### src/rtl/tbt_pkg.sv
// Shared types and the code-to-tap mapping of the timebase timer.
// Assumes a three-bit select code: the first LO_CODES codes use adjacent
// low taps and the remaining codes use adjacent taps from a higher base.
package tbt_pkg;
    localparam int SEL_W    = 3;
    localparam int NUM_SEL  = 1 << SEL_W;
    localparam int LO_CODES = 3;

    typedef logic [SEL_W-1:0] tbt_sel_t;

    // Period exponent (log2 of the cycle count) for one select code.
    function automatic int tap_exp(input int code, input int lo_first, input int hi_first);
        return (code < LO_CODES) ? (lo_first + code) : (hi_first + code - LO_CODES);
    endfunction
endpackage

### src/rtl/tbt_counter.sv
// Free-running up-counter on the base clock. It wraps at full range.
// A clear request zeroes it at the next edge, and the clear takes priority
// over counting.
module tbt_counter #(
    parameter int CNT_W = 26
) (
    input  logic             clk,
    input  logic             rst_n,
    input  logic             clr,
    output logic [CNT_W-1:0] cnt
);
    // Count every cycle, or restart from zero on reset or clear.
    always_ff @(posedge clk) begin
        if (!rst_n || clr) cnt <= '0;
        else               cnt <= cnt + 1'b1;
    end

    assert_clear_zeroes_R9: assert property (@(posedge clk) disable iff (!rst_n)
        clr |=> (cnt == '0));
    assert_counts_and_wraps_R10: assert property (@(posedge clk) disable iff (!rst_n)
        (!clr && $past(rst_n)) |=> (cnt == CNT_W'($past(cnt) + 1'b1)));
endmodule

### src/rtl/tbt_tap_detect.sv
// Detects a period end for the select code in use: every counter bit
// below that code's tap is one. No period end is reported in a cycle
// that clears the counter. Assumes CNT_W covers the largest tap.
module tbt_tap_detect
    import tbt_pkg::*;
#(
    parameter int CNT_W    = 26,
    parameter int LO_FIRST = 11,
    parameter int HI_FIRST = 22
) (
    input  logic [CNT_W-1:0] cnt,
    input  tbt_sel_t         act_sel,
    input  logic             clr,
    output logic             period_end
);
    logic [NUM_SEL-1:0] tap_hit;

    // One all-ones detector for each selectable tap.
    for (genvar g = 0; g < NUM_SEL; g++) begin : g_tap
        localparam int EXP = tap_exp(g, LO_FIRST, HI_FIRST);
        assign tap_hit[g] = &cnt[EXP-1:0];
    end

    // Pick the detector of the code in use. A counter clear suppresses it.
    always_comb period_end = tap_hit[act_sel] && !clr;
endmodule

### src/rtl/tbt_ctrl.sv
// Control register: the written select code, the interrupt enable, and
// the select code in use. The code in use takes over the written code at
// a period end or on a counter clear.
module tbt_ctrl
    import tbt_pkg::*;
(
    input  logic     clk,
    input  logic     rst_n,
    input  logic     reg_wr,
    input  tbt_sel_t wr_sel,
    input  logic     wr_ie,
    input  logic     period_end,
    input  logic     cnt_clr,
    output tbt_sel_t reg_sel,
    output tbt_sel_t act_sel,
    output logic     ie
);
    // Software-visible fields, loaded by the write strobe.
    always_ff @(posedge clk) begin
        if (!rst_n) begin
            reg_sel <= '0;
            ie      <= 1'b0;
        end else if (reg_wr) begin
            reg_sel <= wr_sel;
            ie      <= wr_ie;
        end
    end

    // Code in use, updated only at a period boundary or a restart.
    always_ff @(posedge clk) begin
        if (!rst_n)                     act_sel <= '0;
        else if (period_end || cnt_clr) act_sel <= reg_sel;
    end

    assert_write_lands_R4: assert property (@(posedge clk) disable iff (!rst_n)
        reg_wr |=> (reg_sel == $past(wr_sel) && ie == $past(wr_ie)));
    assert_sel_held_midperiod_R5: assert property (@(posedge clk) disable iff (!rst_n)
        (!period_end && !cnt_clr && $past(rst_n)) |=> $stable(act_sel));
    assert_sel_taken_at_boundary_R5: assert property (@(posedge clk) disable iff (!rst_n)
        (period_end || cnt_clr) |=> (act_sel == $past(reg_sel)));
endmodule

### src/rtl/tbt_flag.sv
// Sticky event flag. A period end sets it and a clear strobe clears it.
// When both arrive on the same edge, the set wins.
module tbt_flag (
    input  logic clk,
    input  logic rst_n,
    input  logic set,
    input  logic clr,
    output logic flag
);
    // Hold the flag; set has priority over clear.
    always_ff @(posedge clk) begin
        if (!rst_n)   flag <= 1'b0;
        else if (set) flag <= 1'b1;
        else if (clr) flag <= 1'b0;
    end

    assert_set_wins_R7: assert property (@(posedge clk) disable iff (!rst_n)
        set |=> flag);
    assert_clear_works_R6: assert property (@(posedge clk) disable iff (!rst_n)
        (clr && !set) |=> !flag);
    assert_flag_sticky_R6: assert property (@(posedge clk) disable iff (!rst_n)
        (flag && !clr) |=> flag);
endmodule

### src/rtl/tbt_timer.sv
// Top of the timebase timer: a counter, a tap detector, the control register
// and the sticky flag. irq is the flag gated by the enable bit. All reset is
// synchronous and active low.
module tbt_timer
    import tbt_pkg::*;
#(
    parameter int CNT_W    = 26,
    parameter int LO_FIRST = 11,
    parameter int HI_FIRST = 22
) (
    input  logic       clk,
    input  logic       rst_n,
    input  logic       reg_wr,
    input  logic [3:0] reg_wdata,
    output logic [4:0] reg_rdata,
    input  logic       cnt_clr,
    input  logic       flag_clr,
    output logic       irq
);
    logic [CNT_W-1:0] cnt;
    tbt_sel_t         reg_sel;
    tbt_sel_t         act_sel;
    logic             ie;
    logic             period_end;
    logic             flag;

    tbt_counter #(.CNT_W(CNT_W)) u_counter (
        .clk   (clk),
        .rst_n (rst_n),
        .clr   (cnt_clr),
        .cnt   (cnt)
    );

    tbt_tap_detect #(.CNT_W(CNT_W), .LO_FIRST(LO_FIRST), .HI_FIRST(HI_FIRST)) u_tap (
        .cnt        (cnt),
        .act_sel    (act_sel),
        .clr        (cnt_clr),
        .period_end (period_end)
    );

    tbt_ctrl u_ctrl (
        .clk        (clk),
        .rst_n      (rst_n),
        .reg_wr     (reg_wr),
        .wr_sel     (reg_wdata[2:0]),
        .wr_ie      (reg_wdata[3]),
        .period_end (period_end),
        .cnt_clr    (cnt_clr),
        .reg_sel    (reg_sel),
        .act_sel    (act_sel),
        .ie         (ie)
    );

    tbt_flag u_flag (
        .clk   (clk),
        .rst_n (rst_n),
        .set   (period_end),
        .clr   (flag_clr),
        .flag  (flag)
    );

    // Read view and the gated interrupt request.
    always_comb begin
        reg_rdata = {flag, ie, reg_sel};
        irq       = flag && ie;
    end

    assert_reset_clean_R1: assert property (@(posedge clk)
        !rst_n |=> (reg_rdata == 5'd0 && !irq && cnt == '0));
    assert_cnt_clr_keeps_flag_R9: assert property (@(posedge clk) disable iff (!rst_n)
        (cnt_clr && !flag_clr && flag) |=> reg_rdata[4]);
endmodule

### config.mk
export PLATFORM = sky130hd
export DESIGN_NAME = tbt_timer
export DESIGN_NICKNAME = d
export VERILOG_FILES = /design/src/rtl/tbt_pkg.sv /design/src/rtl/tbt_counter.sv /design/src/rtl/tbt_tap_detect.sv /design/src/rtl/tbt_ctrl.sv /design/src/rtl/tbt_flag.sv /design/src/rtl/tbt_timer.sv
export SDC_FILE = /design/constraint.sdc
export NUM_CORES = 1
export LEC_CHECK = 0
export ABC_AREA = 1
export CAP_MARGIN = 25
export CORE_UTILIZATION = 45
export CTS_BUF_LIST = sky130_fd_sc_hd__clkbuf_4
export CTS_CLUSTER_SIZE = 20
export DETAILED_ROUTE_END_ITERATION = 10
export GPL_TIMING_DRIVEN = 0
export MAX_ROUTING_LAYER = met4
export PLACE_DENSITY = 0.66
export SYNTH_ARGS = -nofsm -noshare
export SYNTH_HDL_FRONTEND = slang
export SYNTH_HIERARCHICAL = 1
export SYNTH_SLANG_ARGS = --single-unit
export TNS_END_PERCENT = 20
### constraint.sdc
create_clock -name clk -period 1.8 [get_ports clk]
set_clock_uncertainty 0.05 [all_clocks]
set_input_delay 0.27 -clock clk [delete_from_list [all_inputs] [get_ports clk]]
set_output_delay 0.27 -clock clk [all_outputs]
set_load 0.03 [all_outputs]
* After elaboration in Yosys (flattened, before gate mapping)
Cells that the tools add are included.
Storage, ports and cells: register bits 34, bits of input ports 9, output and inout bits 6, logic and storage cells 26
Operators by class: $add $sub $neg 1, order comparisons 1, multiplexer cells 4, reductions and logical operators 15
Operators with widths (number):
- 26-bit by 1-bit adder with 26-bit output (second input constant) | 1
- 26-bit AND reduction | 1
- 25-bit AND reduction | 1
- 24-bit AND reduction | 1
- 23-bit AND reduction | 1
- 22-bit AND reduction | 1
- 13-bit AND reduction | 1
- 12-bit AND reduction | 1
- 11-bit AND reduction | 1
- 3-bit by 4-bit < comparator with 1-bit output (second input constant) | 1
- 1-bit binary-select mux with 3-bit select | 1
- 1-bit 2-to-1 mux | 3
- 1-bit logical AND | 2
- 1-bit logical NOT | 2
- 1-bit logical OR | 2
- 2-bit nonzero test | 1

* Depth between registers and ports, before layout
Gate-level depths: netlist of run 1.
depth after elaboration 5, mapped depth 10, mapped depth without buffers 10

* Modules after synthesis
The synthesis of run 1 kept the hierarchy.
By module, submodules not included:
- tbt_counter | times used 1, cells each 191, area each 1302.5 µm², seq. area each 520.5 µm²
- tbt_ctrl | times used 1, cells each 36, area each 261.5 µm², seq. area each 140.1 µm²
- tbt_tap_detect | times used 1, cells each 41, area each 170.2 µm², seq. area each 0.0 µm²
- tbt_flag | times used 1, cells each 6, area each 43.8 µm², seq. area each 20.0 µm²
- tbt_timer | times used 1, cells each 4, area each 22.5 µm², seq. area each 0.0 µm²

* Least setup slack after synthesis of run 1
Ideal clock, no wire load.
path type flip-flop to flip-flop, start point reg u_counter.cnt[0], end point reg u_counter.cnt[20], library setup time 0.115 ns, data arrival time 1.162 ns, data required time 1.635 ns, setup slack 0.473 ns, cell stages (with the launch flop) 9, cell sequence dfxtp_1 ha_1 nand2_1 nor2_4 nand2_4 nor2_4 nand3_1 nand2_1 nor2_1
On the way: cells in the longest elaborated chain, start to end 1
Ends and longest elaborated chain:
- start: declaration | line tbt_counter.sv:10 | output logic [CNT_W-1:0] cnt
- start signal: assignment | line tbt_counter.sv:15 | else cnt <= cnt + 1'b1;
- 26-bit by 1-bit adder with 26-bit output | line tbt_counter.sv:15
No other way between the ends. A chain may end at the register's enable or synchronous reset.

* Worst setup path in the final report of run 1
start point reg u_ctrl.reg_sel[2], end point out reg_rdata[2]
RTL lines:
- start: declaration | line tbt_ctrl.sv:14 | output tbt_sel_t reg_sel,
- start signal: assignment | line tbt_ctrl.sv:24 | reg_sel <= wr_sel;
- end: declaration | line tbt_timer.sv:15 | output logic [4:0] reg_rdata,
No word-level cell between the ends.

==> flow_summary.json, run 1 <==
{
  "top_layer": "met4",
  "via_count": 1678,
  "cts_hold_buf": 0,
  "synthTopCellsByArea": "dfxtp_1 38%, nand2_1 16%, nor2_1 15%, inv_1 4.8%, nor2_4 4.4%",
  "yosys.area.top_type": "dfxtp_1",
  "wl_per_cell_um": 10.96,
  "combPwrFrac": 0.082,
  "crit_family": "buffers and inverters",
  "worst_slew_pin_slew_ns": 0.4843,
  "drt_wl_total_um": 3814,
  "antenna_cells": 0,
  "cp_cell_sequence": "clkdlybuf4s50_1",
  "overflow": 0,
  "drtAntennaViolNets": 0,
  "setup_viol": 0,
  "vias_per_cell": 4.822,
  "synth_top_flop_cell": "dfxtp_1",
  "cts.sinks": 34,
  "syn_to_final_growth_pct": 14.18,
  "max_cap_viol_count": 0,
  "post-route-period-util": 0.9497,
  "internal-power_uw": 974.3,
  "h-tree-depth": 2,
  "ys_seq_elements": 34,
  "clkSlewWorstSetupHoldPaths_ns": 0.10,
  "cts_tree": "built",
  "required_ns": 1.48,
  "syn_inst": 278,
  "final_cells": 348,
  "fin_nets": 309,
  "leakagePower_nw": 0.7219,
  "cts-root-buf": "clkbuf_4",
  "dieWidth_um": 65.26,
  "min_path_type": "flop to flop",
  "hold_ws_ns": 0.4155,
  "power_mw": 1.306,
  "p_switching_uw": 331.7,
  "rows": 22,
  "syn_area_um2": 1800,
  "postSynthAreaPerCell_um2": 6.477,
  "worstPathMaxFanout": 3,
  "tns_ns": 0,
  "dp_cells": 340,
  "dp_hpwl_um": 2864,
  "clkPwrFrac": 0.323,
  "die_area_um2": 4258,
  "powerDensity_nw_per_um2": 635.3,
  "ioPinCount": 15,
  "period_needed_ns": 1.709,
  "drc_errors": 0,
  "synthArstFlopShare": 0,
  "clock.fmax_ghz": 0.5850,
  "start_util": 0.4809,
  "ir_drop_uv": 469.3,
  "power_frac_seq": 0.595,
  "hold_violations": 0,
  "grt_pass1_vias": 1455,
  "slowest_delay_ns": 0.68,
  "wl_met3_um": 129,
  "gp_congestion": 0.8300,
  "wl_met1_um": 1898,
  "port_buffers": 14,
  "chipHeight_um": 65.26,
  "cts_inserted_buffers": 5,
  "synth_common_cells": "77 x nand2_1, 70 x nor2_1, 34 x dfxtp_1",
  "antenna_found_initial": 0,
  "grt_usage": 0.2136,
  "slew_headroom": 0.6771,
  "slowest_stage": "clkdlybuf4s50_1",
  "cp_num_buf_inv": 1,
  "wl_met2_um": 1679,
  "worstSetupEndpointType": "output port",
  "drive_gt1_frac": 0.1000,
  "core_area_um2": 3744,
  "synth-seq-area-share": 0.3780,
  "utilization": 0.5491,
  "synth-edff-count": 0,
  "grt_max_degree": 11,
  "crit_arrival_ns": 1.39,
  "worstSkewPairLatency_ns": 0.34,
  "drt_first_pass_iters": 4,
  "synth_top_area_frac": 0.3780,
  "slew_viol_final": 0,
  "clock_path_buffers": 2,
  "yosys_warnings": 6,
  "grt_setup_unrepaired": "false",
  "grt_pass1_wl_um": 6644,
  "synth_fp_nets": 288,
  "path_class": "flop to output port",
  "drt_iter0_drc": 72,
  "status": "finished clean",
  "yosysUniqueCellTypes": 23,
  "p_sw_frac": 0.2540,
  "yosysMostFrequentCell": "nand2_1",
  "start_kind": "flop"
}
## layout make-up
class	count	area [um^2]
clock inverter	2	8.758
multi-input combinational	217	1016
inverter	23	86.33
fill	382	1688
sequential	34	680.7
tap	48	60.06
buffer	4	23.77
clock buffer	6	45.04
timing repair buffer	14	135.1
## power by group through the flow
stage               sequential (mW)  clock [mW]  combinational (mW)
floorplan                     0.800           0              0.0543
global placement              0.794           0               0.107
detailed placement            0.794           0               0.107
CTS                           0.777       0.437               0.106
global route                  0.779       0.470               0.123
finish                        0.776       0.422               0.108
## flip-flops by register name, summed over array words and instances (netlist names)
register,cells
u_ctrl/reg_sel,3
u_ctrl/act_sel,3
u_counter/cnt,26
u_ctrl/ie,1
u_flag/flag,1
## path summary, 6_finish.rpt
check                                                     from                            to  slack (ns)  cells after the start
worst max-delay path            u_ctrl/reg_sel[2]$_SDFFE_PN0P_                  reg_rdata[2]        0.09                      1
worst min-delay path               u_counter/cnt[0]$_SDFF_PP0_   u_counter/cnt[0]$_SDFF_PP0_        0.42                      1
worst max register to register     u_counter/cnt[0]$_SDFF_PP0_  u_counter/cnt[22]$_SDFF_PP0_        0.28                      8
worst min register to register     u_counter/cnt[0]$_SDFF_PP0_   u_counter/cnt[0]$_SDFF_PP0_        0.42                      1
## placed cells by master, fill, tap and decap left out, types with 2 or more instances in the layout
cell	count
nor2_2	6
buf_4	3
dlygate4sd2_1	2
nor2_4	8
a21oi_1	11
nand3_1	13
inv_1	23
nand2_2	3
o21ai_1	3
nand4_1	3
o21ai_0	7
and2_1	2
nor3_1	2
o21a_1	2
nor2_1	70
nand2_1	77
xor2_1	5
clkdlybuf4s50_1	11
dfxtp_1	34
clkbuf_4	6
## what timing repair did
action                                  in CTS  in global routing
cloned                                       0                  0
buffers inserted                             0                  0
resized for setup                            3                  3
endpoints found under the setup margin       3                 11
## metrics by stage
| step | setup WS, ns | cell area (um^2) |
|---|---|---|
| 2_1_floorplan | 0.4733 | 1800 |
| 3_3_place_gp | -0.2964 | 2001 |
| 3_5_place_dp | -0.2901 | 2001 |
| 4_1_cts | 0.07539 | 2049 |
| 5_1_grt | 0.008062 | 2056 |
| 6_report | 0.09063 | 2056 |
## cells by family after synthesis
family / Yosys count / share of synthesized area
fa+ha+maj: 1 / 0.006948
simple gates: 187 / 0.4587
compound gates: 24 / 0.07157
buf+inv: 27 / 0.06046
xor+xnor: 5 / 0.02432
flops: 34 / 0.3780
## routing by layer
layer	vias up	global-route usage
li1	910	-
met1	733	0.2641
met2	25	0.3247
met3	10	0.05208
met4	0	0.1033
met5	-	-
No activity file was read; power rests on OpenSTA's default activity.
==> run 2, diff against run 1 <==
REMOVE_ABC_BUFFERS = 1   (was not set)
==> flow_summary.json, run 2 (synthesis results as in run 1) <==
{
  "worstSetupEndpointType": "output port",
  "core_area_um2": 3744,
  "num-fill-cells": 398,
  "hold_depth": 1,
  "grt_max_degree": 17,
  "grt_usage": 0.2073,
  "vias_per_cell": 4.655,
  "cts_inserted_buffers": 5,
  "post-route-period-util": 0.9378,
  "grt_pass1_wl_um": 6465,
  "worstPathMaxFanout": 3,
  "cp_cell_sequence": "clkdlybuf4s50_1",
  "dpl_worst_slack_ns": -0.5635,
  "rows": 22,
  "via_count": 1606,
  "slew_headroom": 0.7494,
  "p_switching_uw": 318.2,
  "status": "finished clean",
  "fin_nets": 307,
  "required_ns": 1.48,
  "top_layer": "met4",
  "antenna_cells": 0,
  "slowest_stage": "clkdlybuf4s50_1",
  "h-tree-depth": 2,
  "drtAntennaViolNets": 0,
  "timing.final.ws_setup_ns": 0.1119,
  "internal-power_uw": 953.9,
  "max_cap_viol_count": 0,
  "grt_setup_unrepaired": "false",
  "top_register": "u_counter/cnt",
  "syn_to_final_growth_pct": 13.76,
  "dp_cells": 336,
  "drt_wl_total_um": 3579,
  "setup_viol": 0,
  "chipHeight_um": 65.26,
  "largest_reg_flops": 26,
  "start_kind": "flop",
  "cts_tree": "built",
  "overflow": 0,
  "port_buffers": 14,
  "drt_iter0_drc": 56,
  "path_class": "flop to output port",
  "drt_first_pass_iters": 4,
  "powerDensity_nw_per_um2": 621.1,
  "wl_met1_um": 1843,
  "slew_viol_final": 0,
  "final_cells": 345,
  "power_frac_seq": 0.610,
  "crit_arrival_ns": 1.37,
  "ir_drop_uv": 504.9,
  "leakagePower_nw": 0.7223,
  "die_area_um2": 4258,
  "clock.fmax_ghz": 0.5924,
  "mostFrequentLayoutCell": "nand2_1",
  "worstSkewPairLatency_ns": 0.33,
  "slowest_delay_ns": 0.68,
  "antenna_found_initial": 0,
  "combPwrFrac": 0.084,
  "p_sw_frac": 0.2501,
  "worst_slew_pin_slew_ns": 0.3755,
  "wl_met2_um": 1606,
  "clkSlewWorstSetupHoldPaths_ns": 0.09,
  "cp_num_buf_inv": 1,
  "wl_per_cell_um": 10.37,
  "start_util": 0.4809,
  "grt_pass1_vias": 1492,
  "reg.largest.list": "u_counter/cnt x26, u_ctrl/act_sel x3, u_ctrl/reg_sel x3",
  "wl_met3_um": 108,
  "dp_hpwl_um": 2743,
  "hold_violations": 0,
  "clkPwrFrac": 0.306,
  "gp_congestion": 0.8150,
  "mostFrequentLayoutCells": "77 x nand2_1, 70 x nor2_1, 34 x dfxtp_1",
  "drive_gt1_frac": 0.09428,
  "reg2regPathDepth": 10,
  "cp.depth": 1,
  "cts-root-buf": "clkbuf_4",
  "clock_path_buffers": 2,
  "ioPinCount": 15,
  "cts.sinks": 34,
  "period_needed_ns": 1.688,
  "crit_family": "buffers and inverters",
  "drc_errors": 0,
  "min_path_type": "flop to flop",
  "dieWidth_um": 65.26
}
## run 2: cell count changes in the layout (fill, tap and decap cells not counted), sizes merged
cell / delta
clkbuf: -3
clkdlybuf4s50: +2
dlygate4sd2: -2
buf: -1
dlymetal6s2s: +1
## run 2: path summary, 6_finish.rpt
check / start / end / slack [ns]
worst max-delay path: u_ctrl/reg_sel[2]$_SDFFE_PN0P_ / reg_rdata[2] / 0.11
worst min-delay path: u_counter/cnt[0]$_SDFF_PP0_ / u_counter/cnt[0]$_SDFF_PP0_ / 0.43
worst max register to register: u_counter/cnt[14]$_SDFF_PP0_ / u_ctrl/act_sel[2]$_SDFFE_PN0P_ / 0.25
worst min register to register: u_counter/cnt[0]$_SDFF_PP0_ / u_counter/cnt[0]$_SDFF_PP0_ / 0.43
## run 2: per-layer routing
metal  track usage  vias up
met2        0.3209       22
met1        0.2583      684
met5             -        -
met3       0.05729        2
li1              -      898
met4       0.07337        0
## run 2: stage by stage
step	hold slack (ns)	utilization	total power [mW]	instance area (um^2)	TNS, ns
2_1_floorplan	0.3404	-	0.8513	1778	0
3_3_place_gp	0.3943	0.5284	0.8953	1978	-5.313
3_5_place_dp	0.4140	0.5284	0.8959	1978	-6.195
4_1_cts	0.4371	0.5424	1.293	2031	0
5_1_grt	0.4809	0.5471	1.341	2048	0
6_report	0.4308	0.5471	1.272	2048	0
## run 2: what timing repair did
action	in CTS	in global routing
hold endpoints to repair	0	0
hold buffers	0	0
endpoints found under the setup margin	11	4
cloned	0	0
pin swaps	0	1
gates resized for setup	1	1
buffers inserted	0	2
## run 2: layout make-up
class	count	area, um^2	share of cell area
Clock buffer	5	37.54	0.01833
Clock inverter	2	10.01	0.004887
Timing Repair Buffer	16	157.7	0.07697
Sequential cell	34	680.7	0.3323
Tap cell	48	60.06	0.02932
Inverter	23	86.33	0.04215
Multi-Input combinational cell	217	1016	0.4960
## run 2: power by group through the flow
stage / combinational, mW / clock [mW] / sequential, mW
after floorplan: 0.0477 / 0 / 0.804
after global placement: 0.102 / 0 / 0.793
after detailed placement: 0.103 / 0 / 0.793
after CTS: 0.105 / 0.412 / 0.776
after global routing: 0.123 / 0.439 / 0.778
final: 0.107 / 0.389 / 0.776
==> run 3, diff against run 2 <==
CORE_UTILIZATION = 55   (was 45)
PLACE_DENSITY = 0.78   (was 0.66)
==> flow_summary.json, run 3 (synthesis results as in run 1) <==
{
  "mostFrequentLayoutCell": "nand2_1",
  "hold_ws_ns": 0.4227,
  "wl_per_cell_um": 10.55,
  "powerDensity_nw_per_um2": 618.1,
  "post-route-period-util": 0.9505,
  "tns_ns": 0,
  "antenna_found_initial": 0,
  "dieWidth_um": 59.22,
  "min_path_type": "flop to flop",
  "cts_tree": "built",
  "ff_latch_area_um2": 680.7,
  "leakagePower_nw": 0.7057,
  "cts-root-buf": "clkbuf_4",
  "drt_wl_total_um": 3565,
  "start_kind": "primary input",
  "drtAntennaViolNets": 0,
  "path_class": "primary input to flop",
  "multi_input_comb_area_um2": 1016,
  "drive_gt1_frac": 0.08163,
  "required_ns": 2.02,
  "hold_violations": 0,
  "port_buffers": 14,
  "slew_headroom": 0.7408,
  "grt_max_degree": 17,
  "die_area_um2": 3506,
  "cts_inserted_buffers": 5,
  "period_needed_ns": 1.711,
  "clock.fmax_ghz": 0.5845,
  "largest_reg_flops": 26,
  "drt_first_pass_iters": 4,
  "syn_to_final_growth_pct": 12.30,
  "h-tree-depth": 2,
  "utilization": 0.6569,
  "cts.sinks": 34,
  "top_register": "u_counter/cnt",
  "mostFrequentLayoutCells": "77 x nand2_1, 70 x nor2_1, 34 x dfxtp_1",
  "clkSlewWorstSetupHoldPaths_ns": 0.09,
  "grt_setup_unrepaired": "true",
  "core_area_um2": 3078,
  "gp_congestion": 0.8643,
  "worstPathMaxFanout": 16,
  "rows": 20,
  "power_mw": 1.250,
  "ir_drop_uv": 460.3,
  "grt_pass1_vias": 1395,
  "grt_usage": 0.2370,
  "worstSetupEndpointType": "flop",
  "max_cap_viol_count": 0,
  "start_util": 0.5850,
  "drt_iter0_drc": 76,
  "cts_hold_buf": 0,
  "status": "finished clean",
  "slew_viol_final": 0,
  "clock_path_buffers": 2,
  "chipHeight_um": 59.22,
  "postCtsSetupBuffers": 0,
  "setup_viol": 0,
  "via_count": 1648,
  "crit_arrival_ns": 1.94,
  "worst_slew_pin_slew_ns": 0.3879,
  "fin_nets": 305,
  "overflow": 0,
  "post_cts_resize_count": 1,
  "num-fill-cells": 303,
  "dp_hpwl_um": 2684,
  "antenna_cells": 0,
  "ioPinCount": 15,
  "drc_errors": 0,
  "worstSkewPairLatency_ns": 0.33,
  "vias_per_cell": 4.876,
  "grt_pass1_wl_um": 5968,
  "reg.largest.list": "u_counter/cnt x26, u_ctrl/act_sel x3, u_ctrl/reg_sel x3"
}
run 3: layout make-up:
type	instances	share of cell area
tap	44	0.02723
clock inverter	1	0.001856
timing repair buffer	14	0.07054
clock buffer	5	0.01856
sequential	34	0.3366
inverter	23	0.04270
multi-input combinational	217	0.5025
run 3: critical path, stage by stage:
cell             delay (ns)
clkdlybuf4s50_1        0.61
inv_1                  0.11
nor2_4                 0.33
inv_1                  0.29
a21oi_1                0.18
o21a_1                 0.13
run 3: worst paths after layout:
| check | from | endpoint | slack (ns) | depth (start not counted) |
|---|---|---|---|---|
| max | rst_n | u_counter/cnt[3]$_SDFF_PP0_ | 0.09 | 6 |
| min | u_counter/cnt[0]$_SDFF_PP0_ | u_counter/cnt[0]$_SDFF_PP0_ | 0.42 | 1 |
| max reg2reg | u_counter/cnt[0]$_SDFF_PP0_ | u_counter/cnt[22]$_SDFF_PP0_ | 0.26 | 8 |
| min reg2reg | u_counter/cnt[0]$_SDFF_PP0_ | u_counter/cnt[0]$_SDFF_PP0_ | 0.42 | 1 |
run 3: stage by stage:
stage	worst slack, ns	cell area [um^2]	instances
floorplan	0.4755	1778	274
global placement	-0.4937	1973	332
detailed placement	-0.4861	1973	332
CTS	0.006477	2019	338
global route	-0.01677	2022	338
finish	0.08908	2022	338
run 3: metal layers:
metal  up-vias  routed length (um)  track usage  share of wire
met5         -                   0            -              0
met4         0                  80       0.1190          0.022
met3         8                 154      0.05240          0.043
met2        38                1605       0.3579           0.45
met1       710                1724       0.2963           0.48
li1        892                   -            -              -
run 3: report_power, final:
part           total (mW)  switching [mW]  internal, mW  leakage, nW
sequential          0.776          0.0115         0.764        0.276
combinational       0.104          0.0578        0.0461        0.405
clock               0.370           0.237         0.133       0.0246
